<file path="src/rtl/canram_pkg.sv">
// Package: shared constants for the message RAM power sequencer.
// Assumes a single-bit register address and a 32-bit data word.
package canram_pkg;
    localparam int unsigned DATA_W   = 32;
    localparam int unsigned OFF_BIT  = 31;
    localparam logic        ADDR_CTL = 1'b0;
    localparam logic        ADDR_STS = 1'b1;
    localparam int unsigned STS_RDY  = 0;
    localparam int unsigned STS_SEQ  = 1;
    localparam int unsigned STS_PWR  = 2;
endpackage

</file>
<file path="src/rtl/canram_settle.sv">
// Module: power-up settle counter.
// Loads the delay on a power-up event, then counts down to zero.
// Ready is high when the RAM is powered and the count is zero.
// Assumes pwr_up_i pulses for one clock on the write that powers the RAM up.
module canram_settle #(
    parameter int unsigned CNT_W = 16
) (
    input  logic             clk,
    input  logic             rst_n,
    input  logic             pwr_up_i,
    input  logic             ram_off_i,
    input  logic [CNT_W-1:0] dly_i,
    output logic             settling_o,
    output logic             ready_o
);
    logic [CNT_W-1:0] cnt_q;
    logic             past_valid;

    // Counter: load on wake, clear while off, else count down to zero.
    always_ff @(posedge clk) begin
        if (!rst_n) begin
            cnt_q <= '0;
        end else if (pwr_up_i) begin
            cnt_q <= dly_i;
        end else if (ram_off_i) begin
            cnt_q <= '0;
        end else if (cnt_q != '0) begin
            cnt_q <= cnt_q - 1'b1;
        end
    end

    // Status decode from the counter and the power state.
    always_comb begin
        settling_o = !ram_off_i && (cnt_q != '0);
        ready_o    = !ram_off_i && (cnt_q == '0);
    end

    // History flag so $past is only read after a reset cycle.
    always_ff @(posedge clk) begin
        if (!rst_n) past_valid <= 1'b0;
        else        past_valid <= 1'b1;
    end

    assert_load_on_wake_R6: assert property (@(posedge clk) disable iff (!rst_n)
        (past_valid && $past(pwr_up_i)) |-> (cnt_q == $past(dly_i)));

    assert_countdown_R6: assert property (@(posedge clk) disable iff (!rst_n)
        (past_valid && $past(settling_o) && !$past(pwr_up_i) && !ram_off_i)
            |-> (cnt_q == $past(cnt_q) - 1'b1));
endmodule

</file>
<file path="src/rtl/canram_guard.sv">
// Module: RAM access guard.
// Flags each access seen while the RAM is not ready with a one-clock
// registered address error pulse.
module canram_guard (
    input  logic clk,
    input  logic rst_n,
    input  logic acc_i,
    input  logic ready_i,
    output logic err_o
);
    logic past_valid;

    // Register one error pulse per refused access.
    always_ff @(posedge clk) begin
        if (!rst_n) err_o <= 1'b0;
        else        err_o <= acc_i && !ready_i;
    end

    // History flag so $past is only read after a reset cycle.
    always_ff @(posedge clk) begin
        if (!rst_n) past_valid <= 1'b0;
        else        past_valid <= 1'b1;
    end

    assert_err_cause_R8: assert property (@(posedge clk) disable iff (!rst_n)
        (past_valid && err_o) |-> $past(acc_i && !ready_i));

    assert_no_err_when_ready_R8: assert property (@(posedge clk) disable iff (!rst_n)
        (past_valid && $past(ready_i)) |-> !err_o);
endmodule

</file>
<file path="src/rtl/canram_regs.sv">
// Module: control and status register file.
// Holds the per-channel stop requests, the RAM-off bit and the sticky
// sequence-error flag. Refuses a power-down while any acknowledge is low.
// Holds cleared stop requests at the outputs during the settle window.
// Assumes NCH <= 8 so the stop bits fit below the reserved field.
module canram_regs
    import canram_pkg::*;
#(
    parameter int unsigned NCH   = 8,
    parameter int unsigned CNT_W = 16
) (
    input  logic              clk,
    input  logic              rst_n,
    input  logic              wr_en_i,
    input  logic              addr_i,
    input  logic [DATA_W-1:0] wdata_i,
    output logic [DATA_W-1:0] rdata_o,
    input  logic [NCH-1:0]    stop_ack_i,
    input  logic [CNT_W-1:0]  dly_i,
    input  logic              settling_i,
    input  logic              ready_i,
    output logic [NCH-1:0]    stop_req_o,
    output logic              ram_off_o,
    output logic              pwr_up_o
);
    logic [NCH-1:0] stop_q;
    logic [NCH-1:0] hold_q;
    logic           off_q;
    logic           seq_q;
    logic           wr_ctl;
    logic           wr_sts;
    logic           bad_off;
    logic           accept;
    logic           hold_arm;
    logic           past_valid;
    logic           unused_wbits;

    // Write decode and power-down legality check.
    always_comb begin
        wr_ctl   = wr_en_i && (addr_i == ADDR_CTL);
        wr_sts   = wr_en_i && (addr_i == ADDR_STS);
        bad_off  = wr_ctl && wdata_i[OFF_BIT] && !off_q && !(&stop_ack_i);
        accept   = wr_ctl && !bad_off;
        pwr_up_o = accept && off_q && !wdata_i[OFF_BIT];
        hold_arm = accept && (settling_i || (pwr_up_o && (dly_i != '0)));
    end

    // Control word and sticky flag state.
    always_ff @(posedge clk) begin
        if (!rst_n) begin
            stop_q <= '0;
            off_q  <= 1'b0;
            seq_q  <= 1'b0;
        end else begin
            if (accept) begin
                stop_q <= wdata_i[NCH-1:0];
                off_q  <= wdata_i[OFF_BIT];
            end
            if (bad_off) begin
                seq_q <= 1'b1;
            end else if (wr_sts && wdata_i[STS_SEQ]) begin
                seq_q <= 1'b0;
            end
        end
    end

    // Per-channel hold-off of cleared requests during the settle window.
    for (genvar ch = 0; ch < NCH; ch++) begin : g_chan
        always_ff @(posedge clk) begin
            if (!rst_n) begin
                hold_q[ch] <= 1'b0;
            end else if (hold_arm) begin
                if (stop_q[ch] && !wdata_i[ch]) hold_q[ch] <= 1'b1;
            end else if (!settling_i) begin
                hold_q[ch] <= 1'b0;
            end
        end
        assign stop_req_o[ch] = stop_q[ch] || (hold_q[ch] && settling_i);
    end

    assign ram_off_o    = off_q;
    assign unused_wbits = ^wdata_i[OFF_BIT-1:NCH];

    // Read multiplexer for control and status words.
    always_comb begin
        rdata_o = '0;
        if (addr_i == ADDR_CTL) begin
            rdata_o[NCH-1:0] = stop_q;
            rdata_o[OFF_BIT] = off_q;
        end else begin
            rdata_o[STS_RDY] = ready_i;
            rdata_o[STS_SEQ] = seq_q;
            rdata_o[STS_PWR] = !off_q;
        end
    end

    // History flag so $past is only read after a reset cycle.
    always_ff @(posedge clk) begin
        if (!rst_n) past_valid <= 1'b0;
        else        past_valid <= 1'b1;
    end

    // Reserved bits of the control word never read back as one.
    always_comb begin
        if (rst_n && (addr_i == ADDR_CTL)) begin
            assert_reserved_zero_R3: assert (rdata_o[OFF_BIT-1:NCH] == '0);
        end
    end

    assert_off_needs_acks_R4: assert property (@(posedge clk) disable iff (!rst_n)
        (past_valid && $rose(off_q)) |-> $past(&stop_ack_i));

    assert_seq_flag_cause_R5: assert property (@(posedge clk) disable iff (!rst_n)
        (past_valid && $rose(seq_q)) |-> $past(wr_en_i && (addr_i == ADDR_CTL)
                                              && wdata_i[OFF_BIT] && !off_q));
endmodule

</file>
<file path="src/rtl/canram_pwr_seq.sv">
// Module: top of the message RAM power sequencer.
// Wires the register file, the settle counter and the access guard together.
// Assumes one register access per clock and a synchronous active-low reset.
module canram_pwr_seq
    import canram_pkg::*;
#(
    parameter int unsigned NCH   = 8,
    parameter int unsigned CNT_W = 16
) (
    input  logic              clk,
    input  logic              rst_n,
    input  logic              reg_wr_en,
    input  logic              reg_addr,
    input  logic [DATA_W-1:0] reg_wdata,
    output logic [DATA_W-1:0] reg_rdata,
    input  logic [NCH-1:0]    stop_ack_i,
    output logic [NCH-1:0]    stop_req_o,
    input  logic [CNT_W-1:0]  settle_dly_i,
    output logic              ram_pwr_en_o,
    output logic              ram_ready_o,
    input  logic              ram_acc_i,
    output logic              ram_addr_err_o
);
    logic ram_off;
    logic pwr_up;
    logic settling;
    logic ready;
    logic past_valid;

    canram_regs #(.NCH(NCH), .CNT_W(CNT_W)) i_regs (
        .clk        (clk),
        .rst_n      (rst_n),
        .wr_en_i    (reg_wr_en),
        .addr_i     (reg_addr),
        .wdata_i    (reg_wdata),
        .rdata_o    (reg_rdata),
        .stop_ack_i (stop_ack_i),
        .dly_i      (settle_dly_i),
        .settling_i (settling),
        .ready_i    (ready),
        .stop_req_o (stop_req_o),
        .ram_off_o  (ram_off),
        .pwr_up_o   (pwr_up)
    );

    canram_settle #(.CNT_W(CNT_W)) i_settle (
        .clk        (clk),
        .rst_n      (rst_n),
        .pwr_up_i   (pwr_up),
        .ram_off_i  (ram_off),
        .dly_i      (settle_dly_i),
        .settling_o (settling),
        .ready_o    (ready)
    );

    canram_guard i_guard (
        .clk     (clk),
        .rst_n   (rst_n),
        .acc_i   (ram_acc_i),
        .ready_i (ready),
        .err_o   (ram_addr_err_o)
    );

    assign ram_pwr_en_o = !ram_off;
    assign ram_ready_o  = ready;

    // History flag so $past is only read after a reset cycle.
    always_ff @(posedge clk) begin
        if (!rst_n) past_valid <= 1'b0;
        else        past_valid <= 1'b1;
    end

    assert_hold_during_settle_R7: assert property (@(posedge clk) disable iff (!rst_n)
        (past_valid && settling && $past(settling))
            |-> (($past(stop_req_o) & ~stop_req_o) == '0));

    assert_off_not_ready_R4: assert property (@(posedge clk) disable iff (!rst_n)
        !ram_pwr_en_o |-> !ram_ready_o);
endmodule

</file>
<file path="config.mk">
export PLATFORM = sky130hd
export DESIGN_NAME = canram_pwr_seq
export DESIGN_NICKNAME = d
export VERILOG_FILES = /design/src/rtl/canram_pkg.sv /design/src/rtl/canram_settle.sv /design/src/rtl/canram_guard.sv /design/src/rtl/canram_regs.sv /design/src/rtl/canram_pwr_seq.sv
export SDC_FILE = /design/constraint.sdc
export NUM_CORES = 1
export LEC_CHECK = 0
export BUFFER_PORTS_ARGS = -buffer_cell sky130_fd_sc_hd__buf_2
export CAP_MARGIN = 10
export CORE_ASPECT_RATIO = 0.8
export CORE_UTILIZATION = 42
export DETAILED_ROUTE_END_ITERATION = 16
export PLACE_DENSITY = 0.77
export SYNTH_ARGS = -nofsm -noshare
export SYNTH_HDL_FRONTEND = slang
export SYNTH_SLANG_ARGS = --single-unit
</file>
<file path="constraint.sdc">
create_clock -name clk -period 2 [get_ports clk]
set_input_delay 0.2 -clock clk [delete_from_list [all_inputs] [get_ports clk]]
set_output_delay 0.2 -clock clk [all_outputs]
set_load 0.02 [all_outputs]
</file>
Word level (Yosys, flattened, before mapping) --
Index checks and enable logic that the tools add are counted.
Storage, ports and cells: output and inout port bits 43, word-level logic and storage cells 115, flip-flop bits (word level) 35, bits of input ports 61
Operators by class: bitwise gates (word level) 1, reduce and logical (&&, ||, !) cells 66, eq/ne operators 9, mux-type cells 25, $add $sub $neg 1
Operators with widths (number):
- $mux W16 | 3
- $reduce_bool A16 Y1 | 2
- $logic_and A1 B1 Y1 | 30
- $mux W1 | 20
- $ne A2 B2 Y1 const B | 9
- $logic_not A16 Y1 | 1
- $reduce_and A2 Y1 | 8
- $sub A16 B1 Y16 const B | 1
- $logic_not A1 Y1 | 13
- $logic_or A1 B1 Y1 | 9
- $reduce_and A8 Y1 | 1
- $mux W5 | 1
- $mux W3 | 1
- $reduce_bool A3 Y1 | 1
- $reduce_bool A2 Y1 | 1
- $not A1 Y1 | 1

Longest topological paths before layout --
Gate-level depths: netlist (run 1).
depth after elaboration 14, mapped depth 7, depth with buffers taken out 6

By module --
From an unflattened synthesis (run 1), not the netlist that was laid out.
Unflattened totals: cell total of the unflattened synthesis 257, area, all modules 2084.5 um^2
Modules (own cells, without submodules):
- canram_regs | times used 1, cells each 136, area an instance 1109.8 um^2, seq. area each 360.3 um^2
- canram_settle | times used 1, cells each 118, area an instance 942.2 um^2, seq. area each 320.3 um^2
- canram_guard | times used 1, cells each 2, area an instance 28.8 um^2, seq. area each 20.0 um^2
- canram_pwr_seq | times used 1, cells each 1, area an instance 3.8 um^2, seq. area each 0.0 um^2

Worst setup path before layout (run 1) --
No wires, ideal clock.
kind register to output, start register i_settle.cnt_q[1], end output port reg_rdata[0], stages on the path, launching flop included 7, path slack 7 ps, arrival 1793 ps, buffers on the path 0, required time 1800 ps, cell sequence dfxtp_1 > inv_1 > ha_1 > nor4b_2 > nand4_1 > nor2_1 > mux2_2
Between the ends: word-level cells in the longest chain between the ends 3
Ends and longest elaborated chain:
- start, declared | line canram_settle.sv:16 | logic [CNT_W-1:0] cnt_q;
- start signal, assigned | line canram_settle.sv:24 | cnt_q <= dly_i;
- start signal, assigned | line canram_settle.sv:28 | cnt_q <= cnt_q - 1'b1;
- $logic_not A16 Y1 | line canram_settle.sv:35 | ready_o = !ram_off_i && (cnt_q == '0);
- $logic_and A1 B1 Y1 | line canram_settle.sv:35
- net ram_ready_o | line canram_pwr_seq.sv:20 | output logic ram_ready_o,
- $mux W3 | line canram_regs.sv:87 | if (addr_i == ADDR_CTL) begin
- end, declared | line canram_pwr_seq.sv:15 | output logic [DATA_W-1:0] reg_rdata,
The timed path passes the listed nets, and every way through them passes these cells.

Final worst setup path (run 1) --
start register i_settle.cnt_q[1], end output port stop_req_o[5]
Between the ends: word-level cells in the longest chain between the ends 4
Ends and longest elaborated chain:
- $reduce_bool A16 Y1 | line canram_settle.sv:34 | settling_o = !ram_off_i && (cnt_q != '0);
- $logic_and A1 B1 Y1 | line canram_settle.sv:34
- $logic_and A1 B1 Y1 | line canram_regs.sv:78 | assign stop_req_o[ch] = stop_q[ch] || (hold_q[ch] && settling_i);
- $logic_or A1 B1 Y1 | line canram_regs.sv:78
- end, declared | line canram_pwr_seq.sv:17 | output logic [NCH-1:0] stop_req_o,
Every way passes these cells.

==> results of run 1 <==
-- registers in the layout, indices dropped and copies added, names as in the netlist --
signal            cells
i_regs.seq_q          1
i_guard.err_o         1
i_regs.stop_q         8
i_regs.hold_q         8
i_regs.ram_off_o      1
i_settle.cnt_q       16
-- critical path: cells and delay by family (launching register included) --
family,cells,cell delay (ns)
adder cells (fa/ha/maj),1,0.15
flip-flops,1,0.33
buffers and inverters,3,0.41
AO/OA/AOI/OAI,2,0.36
AND/OR/NAND/NOR,1,0.25
-- layout make-up --
cell class | count | area, um2
Fill cell | 447 | 2150
Multi-Input combinational cell | 209 | 1350
Sequential cell | 35 | 706
Timing Repair Buffer | 87 | 557
Tap cell | 62 | 77.6
Clock buffer | 5 | 68.8
Inverter | 13 | 48.8
Clock inverter | 3 | 43.8
-- synth_stat cells, types with 3 or more instances --
cell / instances / area share
sky130_fd_sc_hd__nand2_1: 14 / 0.024
sky130_fd_sc_hd__a41oi_1: 8 / 0.032
sky130_fd_sc_hd__o22ai_1: 4 / 0.011
sky130_fd_sc_hd__nor2b_1: 11 / 0.032
sky130_fd_sc_hd__a211oi_1: 3 / 0.010
sky130_fd_sc_hd__buf_4: 23 / 0.079
sky130_fd_sc_hd__nand4_1: 5 / 0.014
sky130_fd_sc_hd__nor4_1: 8 / 0.023
sky130_fd_sc_hd__a21o_1: 9 / 0.031
sky130_fd_sc_hd__o21a_1: 3 / 0.010
sky130_fd_sc_hd__nor3_1: 7 / 0.016
sky130_fd_sc_hd__or3_1: 3 / 0.0086
sky130_fd_sc_hd__buf_2: 4 / 0.0092
sky130_fd_sc_hd__clkbuf_1: 7 / 0.012
sky130_fd_sc_hd__o21ai_0: 17 / 0.039
sky130_fd_sc_hd__a31oi_1: 4 / 0.011
sky130_fd_sc_hd__inv_1: 12 / 0.021
sky130_fd_sc_hd__a32o_1: 3 / 0.014
sky130_fd_sc_hd__dfxtp_1: 35 / 0.32
sky130_fd_sc_hd__a21oi_1: 26 / 0.060
sky130_fd_sc_hd__nor2_1: 16 / 0.028
sky130_fd_sc_hd__nand3_1: 12 / 0.028
-- cell usage in the layout, fill, tap and decap left out, drive strengths merged, types with 2 or more instances in the layout --
| cell type | synthesis | final |
|---|---|---|
| buf | 31 | 87 |
| dfxtp | 35 | 35 |
| a21oi | 26 | 26 |
| conb | 1 | 23 |
| o21ai | 19 | 19 |
| nor2 | 16 | 16 |
| nand2 | 14 | 14 |
| nand3 | 12 | 12 |
| inv | 12 | 12 |
| nor2b | 11 | 11 |
| nor4 | 10 | 10 |
| a21o | 9 | 9 |
| a41oi | 8 | 8 |
| nor3 | 7 | 7 |
| nand4 | 5 | 5 |
| clkbuf | 7 | 5 |
| or3 | 5 | 5 |
| o22ai | 4 | 4 |
| a31oi | 4 | 4 |
| o21a | 3 | 3 |
| a32o | 3 | 3 |
| a211oi | 3 | 3 |
| clkinv | 1 | 3 |
| o311a | 2 | 2 |
| or4 | 2 | 2 |
| and2 | 2 | 2 |
| a221oi | 2 | 2 |
| a311oi | 2 | 2 |
| mux2 | 2 | 2 |
| and3 | 2 | 2 |
-- metal layers --
| metal | global-route usage | up-vias | wire length (um) |
|---|---|---|---|
| met5 | 0 | - | 0 |
| met4 | 0.0819 | 0 | 114 |
| met3 | 0.0386 | 13 | 495 |
| met2 | 0.365 | 115 | 3000 |
| met1 | 0.334 | 1111 | 2860 |
| li1 | - | 1131 | - |
-- stage by stage --
step	power (mW)	TNS, ns	setup WS (ns)
finish	4.36	-0.0200	-0.0119
global route	4.58	-0.581	-0.0756
CTS	3.98	0	0.00000178
detailed placement	3.11	0	0.0325
global placement	3.08	0	0.0717
floorplan	2.44	0	0.00669
-- cell families (layout without fill, tap and decap cells) --
kind of cell	after synthesis	after routing
flip-flops	35	35
multiplexers	3	3
AND/OR/NAND/NOR	90	90
buffers and inverters	51	108
other	1	23
adder cells (fa/ha/maj)	1	1
AO/OA/AOI/OAI	92	92
-- path summary, 6_finish.rpt --
check / to / slack (ns) / cells after the start
min: i_guard.err_o / 0.1 / 2
max reg2reg: i_settle.cnt_q[9] / 0.03 / 5
min reg2reg: i_settle.cnt_q[12] / 0.49 / 2
max: stop_req_o[5] / -0.01 / 7
-- repair_timing --
item	CTS	global route
buffers inserted	3	7
setup endpoints to repair	10	13
pin swaps	3	12
hold buffers	0	0
gates resized for setup	17	19
-- power by group through the flow --
| stage | sequential (mW) | clock [mW] | combinational (mW) |
|---|---|---|---|
| after floorplan | 0.968 | 0 | 1.48 |
| after global placement | 0.984 | 0 | 2.10 |
| after detailed placement | 0.990 | 0 | 2.12 |
| after CTS | 0.994 | 0.666 | 2.32 |
| after global routing | 1.03 | 0.698 | 2.86 |
| final | 1.01 | 0.661 | 2.69 |
==> run_results.csv, run 1 <==
group,metric,value,unit
status,run_status,"complete, but fails checks",
status,violated_checks,"setup timing",
setup_path,worst_r2r_startpoint,"i_settle.cnt_q[2]",
setup_path,timing.critical_path.from,"i_settle.cnt_q[1]",
grt,antenna_violations_before_repair,0,
setup_path,timing.critical_path.slowest_stage_cell,"sky130_fd_sc_hd__dfxtp_2",
grt,maximum_number_of_pins_on_one_net_before_global_route_repair,19,
clock_tree,worst_skew_pair.late_latency,0.30,ns
sta,final.setup.worst_slack,-0.0119,ns
sta,tightest_slew,0.523,ns
finish,antennaDiodeCount,0,
finish,final_design_utilization,0.570,
power,power.clock.fraction,0.152,
floorplan,area_of_the_die,0.00548,mm2
clock_tree,cts.path.max_buffers,2,
route,drt.antenna.violating_nets,0,
setup_path,critical_path_rt,1.80,ns
logic_synthesis,syn-cell-area,0.00218,mm2
logic_synthesis,number_of_enable_flip_flop_cells_after_synthesis,0,
setup_path,arrival,1.81,ns
power,seq_power_share,0.231,
sta,timing.final.max_slew_violations,0,
clock_tree,cts.sinks,35,
flow_run,maxCapViolations,0,
sta,hold_slack,0.0965,ns
setup_path,cpPeakStageDelay,0.33,ns
place,dpl-instance-area,0.00255,mm2
logic_synthesis,synth_top_family_by_area,"compound AO/OA/AOI/OAI gates",
logic_synthesis,synthDistinctLibCells,51,
hold_path,hold_start,"ram_acc_i",
finish,proportion_of_layout_cells_with_a_drive_suffix_above_1,0.349,
route,vias,2370,
logic_synthesis,synthFlopType,"sky130_fd_sc_hd__dfxtp_1",
sta,worst_clock_skew,0.00559,ns
route,wire_per_inst,15.6,um
finish,final-instance-count-excl-fill,414,
logic_synthesis,synthXorXnorAreaFrac,0,
setup_path,crit_type,"reg -> out",
clock_tree,clkTransAtPathRegs,0.08,ns
finish,flow.area_growth_from_synthesis,31.0,%
clock_tree,clock_tree.root_cell,"sky130_fd_sc_hd__clkbuf_8",
power,p_per_area,1530,mW/mm2
logic_synthesis,yosys_warnings,0,
sta,rsz0062_at_grt,"true",
route,routed_wirelength,6470,um
sta,max_clock_freq,497,MHz
logic_synthesis,async_reset_ff_frac,0,
logic_synthesis,postSynthCellCount,273,
floorplan,initial_core_util,0.435,
grt,wire_length_of_the_first_global_routing_pass,9690,um
power,peakVddDrop,842,uV
floorplan,io_count,104,
grt,grt-ovfl-total,0,
sta,slew_headroom,0.648,
logic_synthesis,synthSimpleGateAreaFrac,0.241,
floorplan,coreArea,0.00501,mm2
logic_synthesis,synth_seq_cells,35,
power,swShare,0.438,
route,drt-vias-per-instance,5.72,
setup_path,critPathCaptureType,"primary output",
floorplan,fp-row-count,23,
logic_synthesis,synth_compound_gate_area_share,0.279,
grt,grt_util_all_layers,0.238,
logic_synthesis,post_synth_fa_ha_maj_area_fraction,0.00574,
clock_tree,clock_tree_from_tritoncts,"done",
sta,final.period_utilization,1.01,
clock_tree,numCtsBuffers,5,
hold_path,min-delay-path-class,"in -> reg",
setup_path,timing.critical_path.cells,"inv_2, ha_4, nor4b_4, buf_4, a31oi_4, a21o_1, buf_2",
place,dp_hpwl,4470,um
sta,final_setup_fails,3,
power,combinationalPowerShare,0.617,
power,switchingPower,1.91,mW
finish,final_area,0.00285,mm2
route,detail_route.first_pass.iterations,5,
sta,timing_hold_violations_final,0,
logic_synthesis,syn_area_per_cell,7.98,um2
floorplan,die-width,82.5,um
route,route.detailed.drc,0,
setup_path,setup.worst_path.start_class,"flip-flop",
setup_path,critical_path_peak_fanout,8,
finish,final_layout_net_count,413,
logic_synthesis,synth.area.mux_share,0.0149,
grt,number_of_global_route_vias_before_repair,2046,
power,cell_internal_pwr,2.45,mW
clock_tree,count_of_h_tree_levels_built_during_cts,2,
floorplan,chipHeight,66.4,um
place,placed_cells,398,
place,gpl.final_weighted_congestion,0.900,
logic_synthesis,yosysSeqAreaShare,0.322,
power,leakage,1.29,nW
route,first_iter_violations,252,
place,numPortBuffers,57,
sta,min_period,2.01,ns
Note: power is estimated with default switching activity, not from simulation.
==> run 2, diff against run 1 <==
Settings changed: CELL_PAD_IN_SITES_DETAIL_PLACEMENT from default to 1, CELL_PAD_IN_SITES_GLOBAL_PLACEMENT from default to 2, CORE_UTILIZATION 42 to 22, PLACE_DENSITY 0.77 to default, PLACE_DENSITY_LB_ADDON from default to 0.1, RECOVER_POWER from default to 50.
==> run 2 against run 1 <==
The flow still finishes with violations (setup timing); design area rose by 7.6%; clock skew rose by 0.0060 ns; via count rose by 0.84%; global-route usage fell by 6.8 points; wire length rose by 31%; sequential share of layout area fell by 1.7 points; hold slack improved by 0.017 ns; critical endpoint is now reg_rdata[0]; largest cell class unchanged; largest power group unchanged; highest routed layer unchanged.
==> run_results.csv, run 2 (synthesized netlist as in run 1, its figures left out) <==
group,metric,value,unit
route,route.detailed.drc,0,
finish,final_area,0.00307,mm2
sta,final_setup_fails,2,
finish,final_layout_net_count,424,
sta,min_period,2.01,ns
place,gpl.final_weighted_congestion,0.736,
route,drt.antenna.violating_nets,0,
setup_path,crit_type,"reg -> out",
clock_tree,cts.sinks,35,
sta,slew_headroom,0.426,
clock_tree,clock_tree.root_cell,"sky130_fd_sc_hd__clkbuf_16",
clock_tree,numCtsBuffers,5,
finish,regArea,707,um2
floorplan,chipHeight,91,um
grt,grt-ovfl-total,0,
setup_path,setup.worst_path.start_class,"flip-flop",
grt,grt_use_met3,0.0267,
finish,final_design_utilization,0.318,
hold_path,min-delay-path-class,"in -> reg",
setup_path,critical_path_peak_fanout,4,
setup_path,critical_path_rt,1.80,ns
setup_path,timing.critical_path.slowest_stage_cell,"sky130_fd_sc_hd__dfxtp_4",
setup_path,arrival,1.81,ns
floorplan,coreArea,0.00965,mm2
sta,final.period_utilization,1.00,
floorplan,io_count,104,
sta,timing_hold_violations_final,0,
setup_path,critPathCaptureType,"primary output",
grt,number_of_global_route_vias_before_repair,2413,
grt,maximum_number_of_pins_on_one_net_before_global_route_repair,19,
clock_tree,count_of_h_tree_levels_built_during_cts,2,
power,peakVddDrop,504,uV
finish,n_fill_cell,1183,
floorplan,area_of_the_die,0.0103,mm2
grt,wire_length_of_the_first_global_routing_pass,13500,um
sta,timing.final.max_slew_violations,0,
grt,grt_most_used_layer,"met2",
sta,tightest_slew,0.859,ns
grt,antenna_violations_before_repair,0,
finish,flow.area_growth_from_synthesis,41.0,%
route,wire_per_inst,17.0,um
setup_path,worst_path_dominant_cell_family,"simple AND/OR/NAND/NOR gates",
grt,grt_use_met1,0.247,
sta,max_clock_freq,498,MHz
grt,groute.layer.met2.usage,0.257,
place,dp_hpwl,6160,um
finish,proportion_of_layout_cells_with_a_drive_suffix_above_1,0.331,
finish,antennaDiodeCount,0,
finish,layout.cells.most_common_list,"sky130_fd_sc_hd__buf_4, sky130_fd_sc_hd__buf_2, sky130_fd_sc_hd__dfxtp_1",
floorplan,die-width,113,um
place,dpl-instance-area,0.00273,mm2
clock_tree,cts.path.max_buffers,2,
route,first_iter_violations,84,
status,run_status,"complete, but fails checks",
sta,worst_clock_skew,0.0116,ns
route,drt-vias-per-instance,4.79,
route,detail_route.first_pass.iterations,4,
finish,multi_input_area,0.00134,mm2
place,numPortBuffers,57,
floorplan,initial_core_util,0.226,
route,routed_wirelength,8490,um
power,p_per_area,1560,mW/mm2
setup_path,cpPeakStageDelay,0.36,ns
power,leakage,1.33,nW
finish,number_of_flip_flops_under_the_largest_register_name,16,
sta,rsz0062_at_grt,"true",
finish,reg.largest.list,"i_settle.cnt_q (16), i_regs.hold_q (8), i_regs.stop_q (8)",
power,post-layout-total-power,4.79,mW
status,violated_checks,"setup timing",
clock_tree,worst_skew_pair.late_latency,0.29,ns
route,vias,2390,
finish,commonest_non_fill_non_tap_cell_in_the_layout,"sky130_fd_sc_hd__buf_4",
finish,regMostFlops,"i_settle.cnt_q",
flow_run,maxCapViolations,0,
floorplan,fp-row-count,32,
clock_tree,clock_tree_from_tritoncts,"done",
sta,final.setup.worst_slack,-0.00883,ns
setup_path,timing.critical_path.cells,"inv_4, ha_4, nor4b_4, buf_4, nand4_1, nor2_2, mux2_4, buf_6",
setup_path,critical_path_buf_inv_count,3,
clock_tree,clkTransAtPathRegs,0.06,ns
grt,grt_util_all_layers,0.169,
[run 2: cell count changes in the layout (fill, tap and decap cells not counted), sizes merged]
cell / before / now
clkbuf: 5 / 17
buf: 87 / 86
[run 2: what timing repair did]
action	in CTS	in global routing
setup endpoints to repair	11	14
endpoints found under the hold margin	0	0
hold buffers	0	0
pin swaps	6	8
resized for setup	24	15
buffers inserted	6	2
[run 2: path summary, 6_finish.rpt]
path	from	to	slack, ns	cells after the start
max	i_settle.cnt_q[0]	reg_rdata[0]	-0.009	8
min reg2reg	i_settle.cnt_q[13]	i_settle.cnt_q[13]	0.49	2
min	ram_acc_i	i_guard.err_o	0.11	2
max reg2reg	i_settle.cnt_q[0]	i_settle.cnt_q[13]	0.03	9
[run 2: layer usage]
layer / part of all wire / vias to the layer above
met5: 0 / -
met4: 0.0097 / 0
met3: 0.037 / 6
met2: 0.42 / 63
met1: 0.53 / 1173
li1: - / 1148
[run 2: stage by stage]
step / setup slack (ns) / setup TNS [ns] / std cells / hold slack (ns)
final: -0.00883 / -0.0160 / 499 / 0.114
after global routing: -0.0723 / -0.524 / 499 / 0.123
after CTS: -0.0131 / -0.0346 / 497 / 0.119
after detailed placement: 0.0103 / 0 / 483 / 0.410
after global placement: 0.0616 / 0 / 483 / 0.403
after floorplan: 0.00669 / 0 / 295 / 0.308
[run 2: power by group]
group          internal (mW)  switching (mW)
sequential             0.854           0.141
clock                  0.589           0.338
combinational           1.32            1.55
[run 2: cell type report]
type                       instances  share of cell area
inverter                          13              0.0167
clock buffer                       5              0.0407
multi-input combinational        209               0.435
tap                              136              0.0554
sequential                        35               0.230
clock inverter                     3              0.0143
timing repair buffer              98               0.208
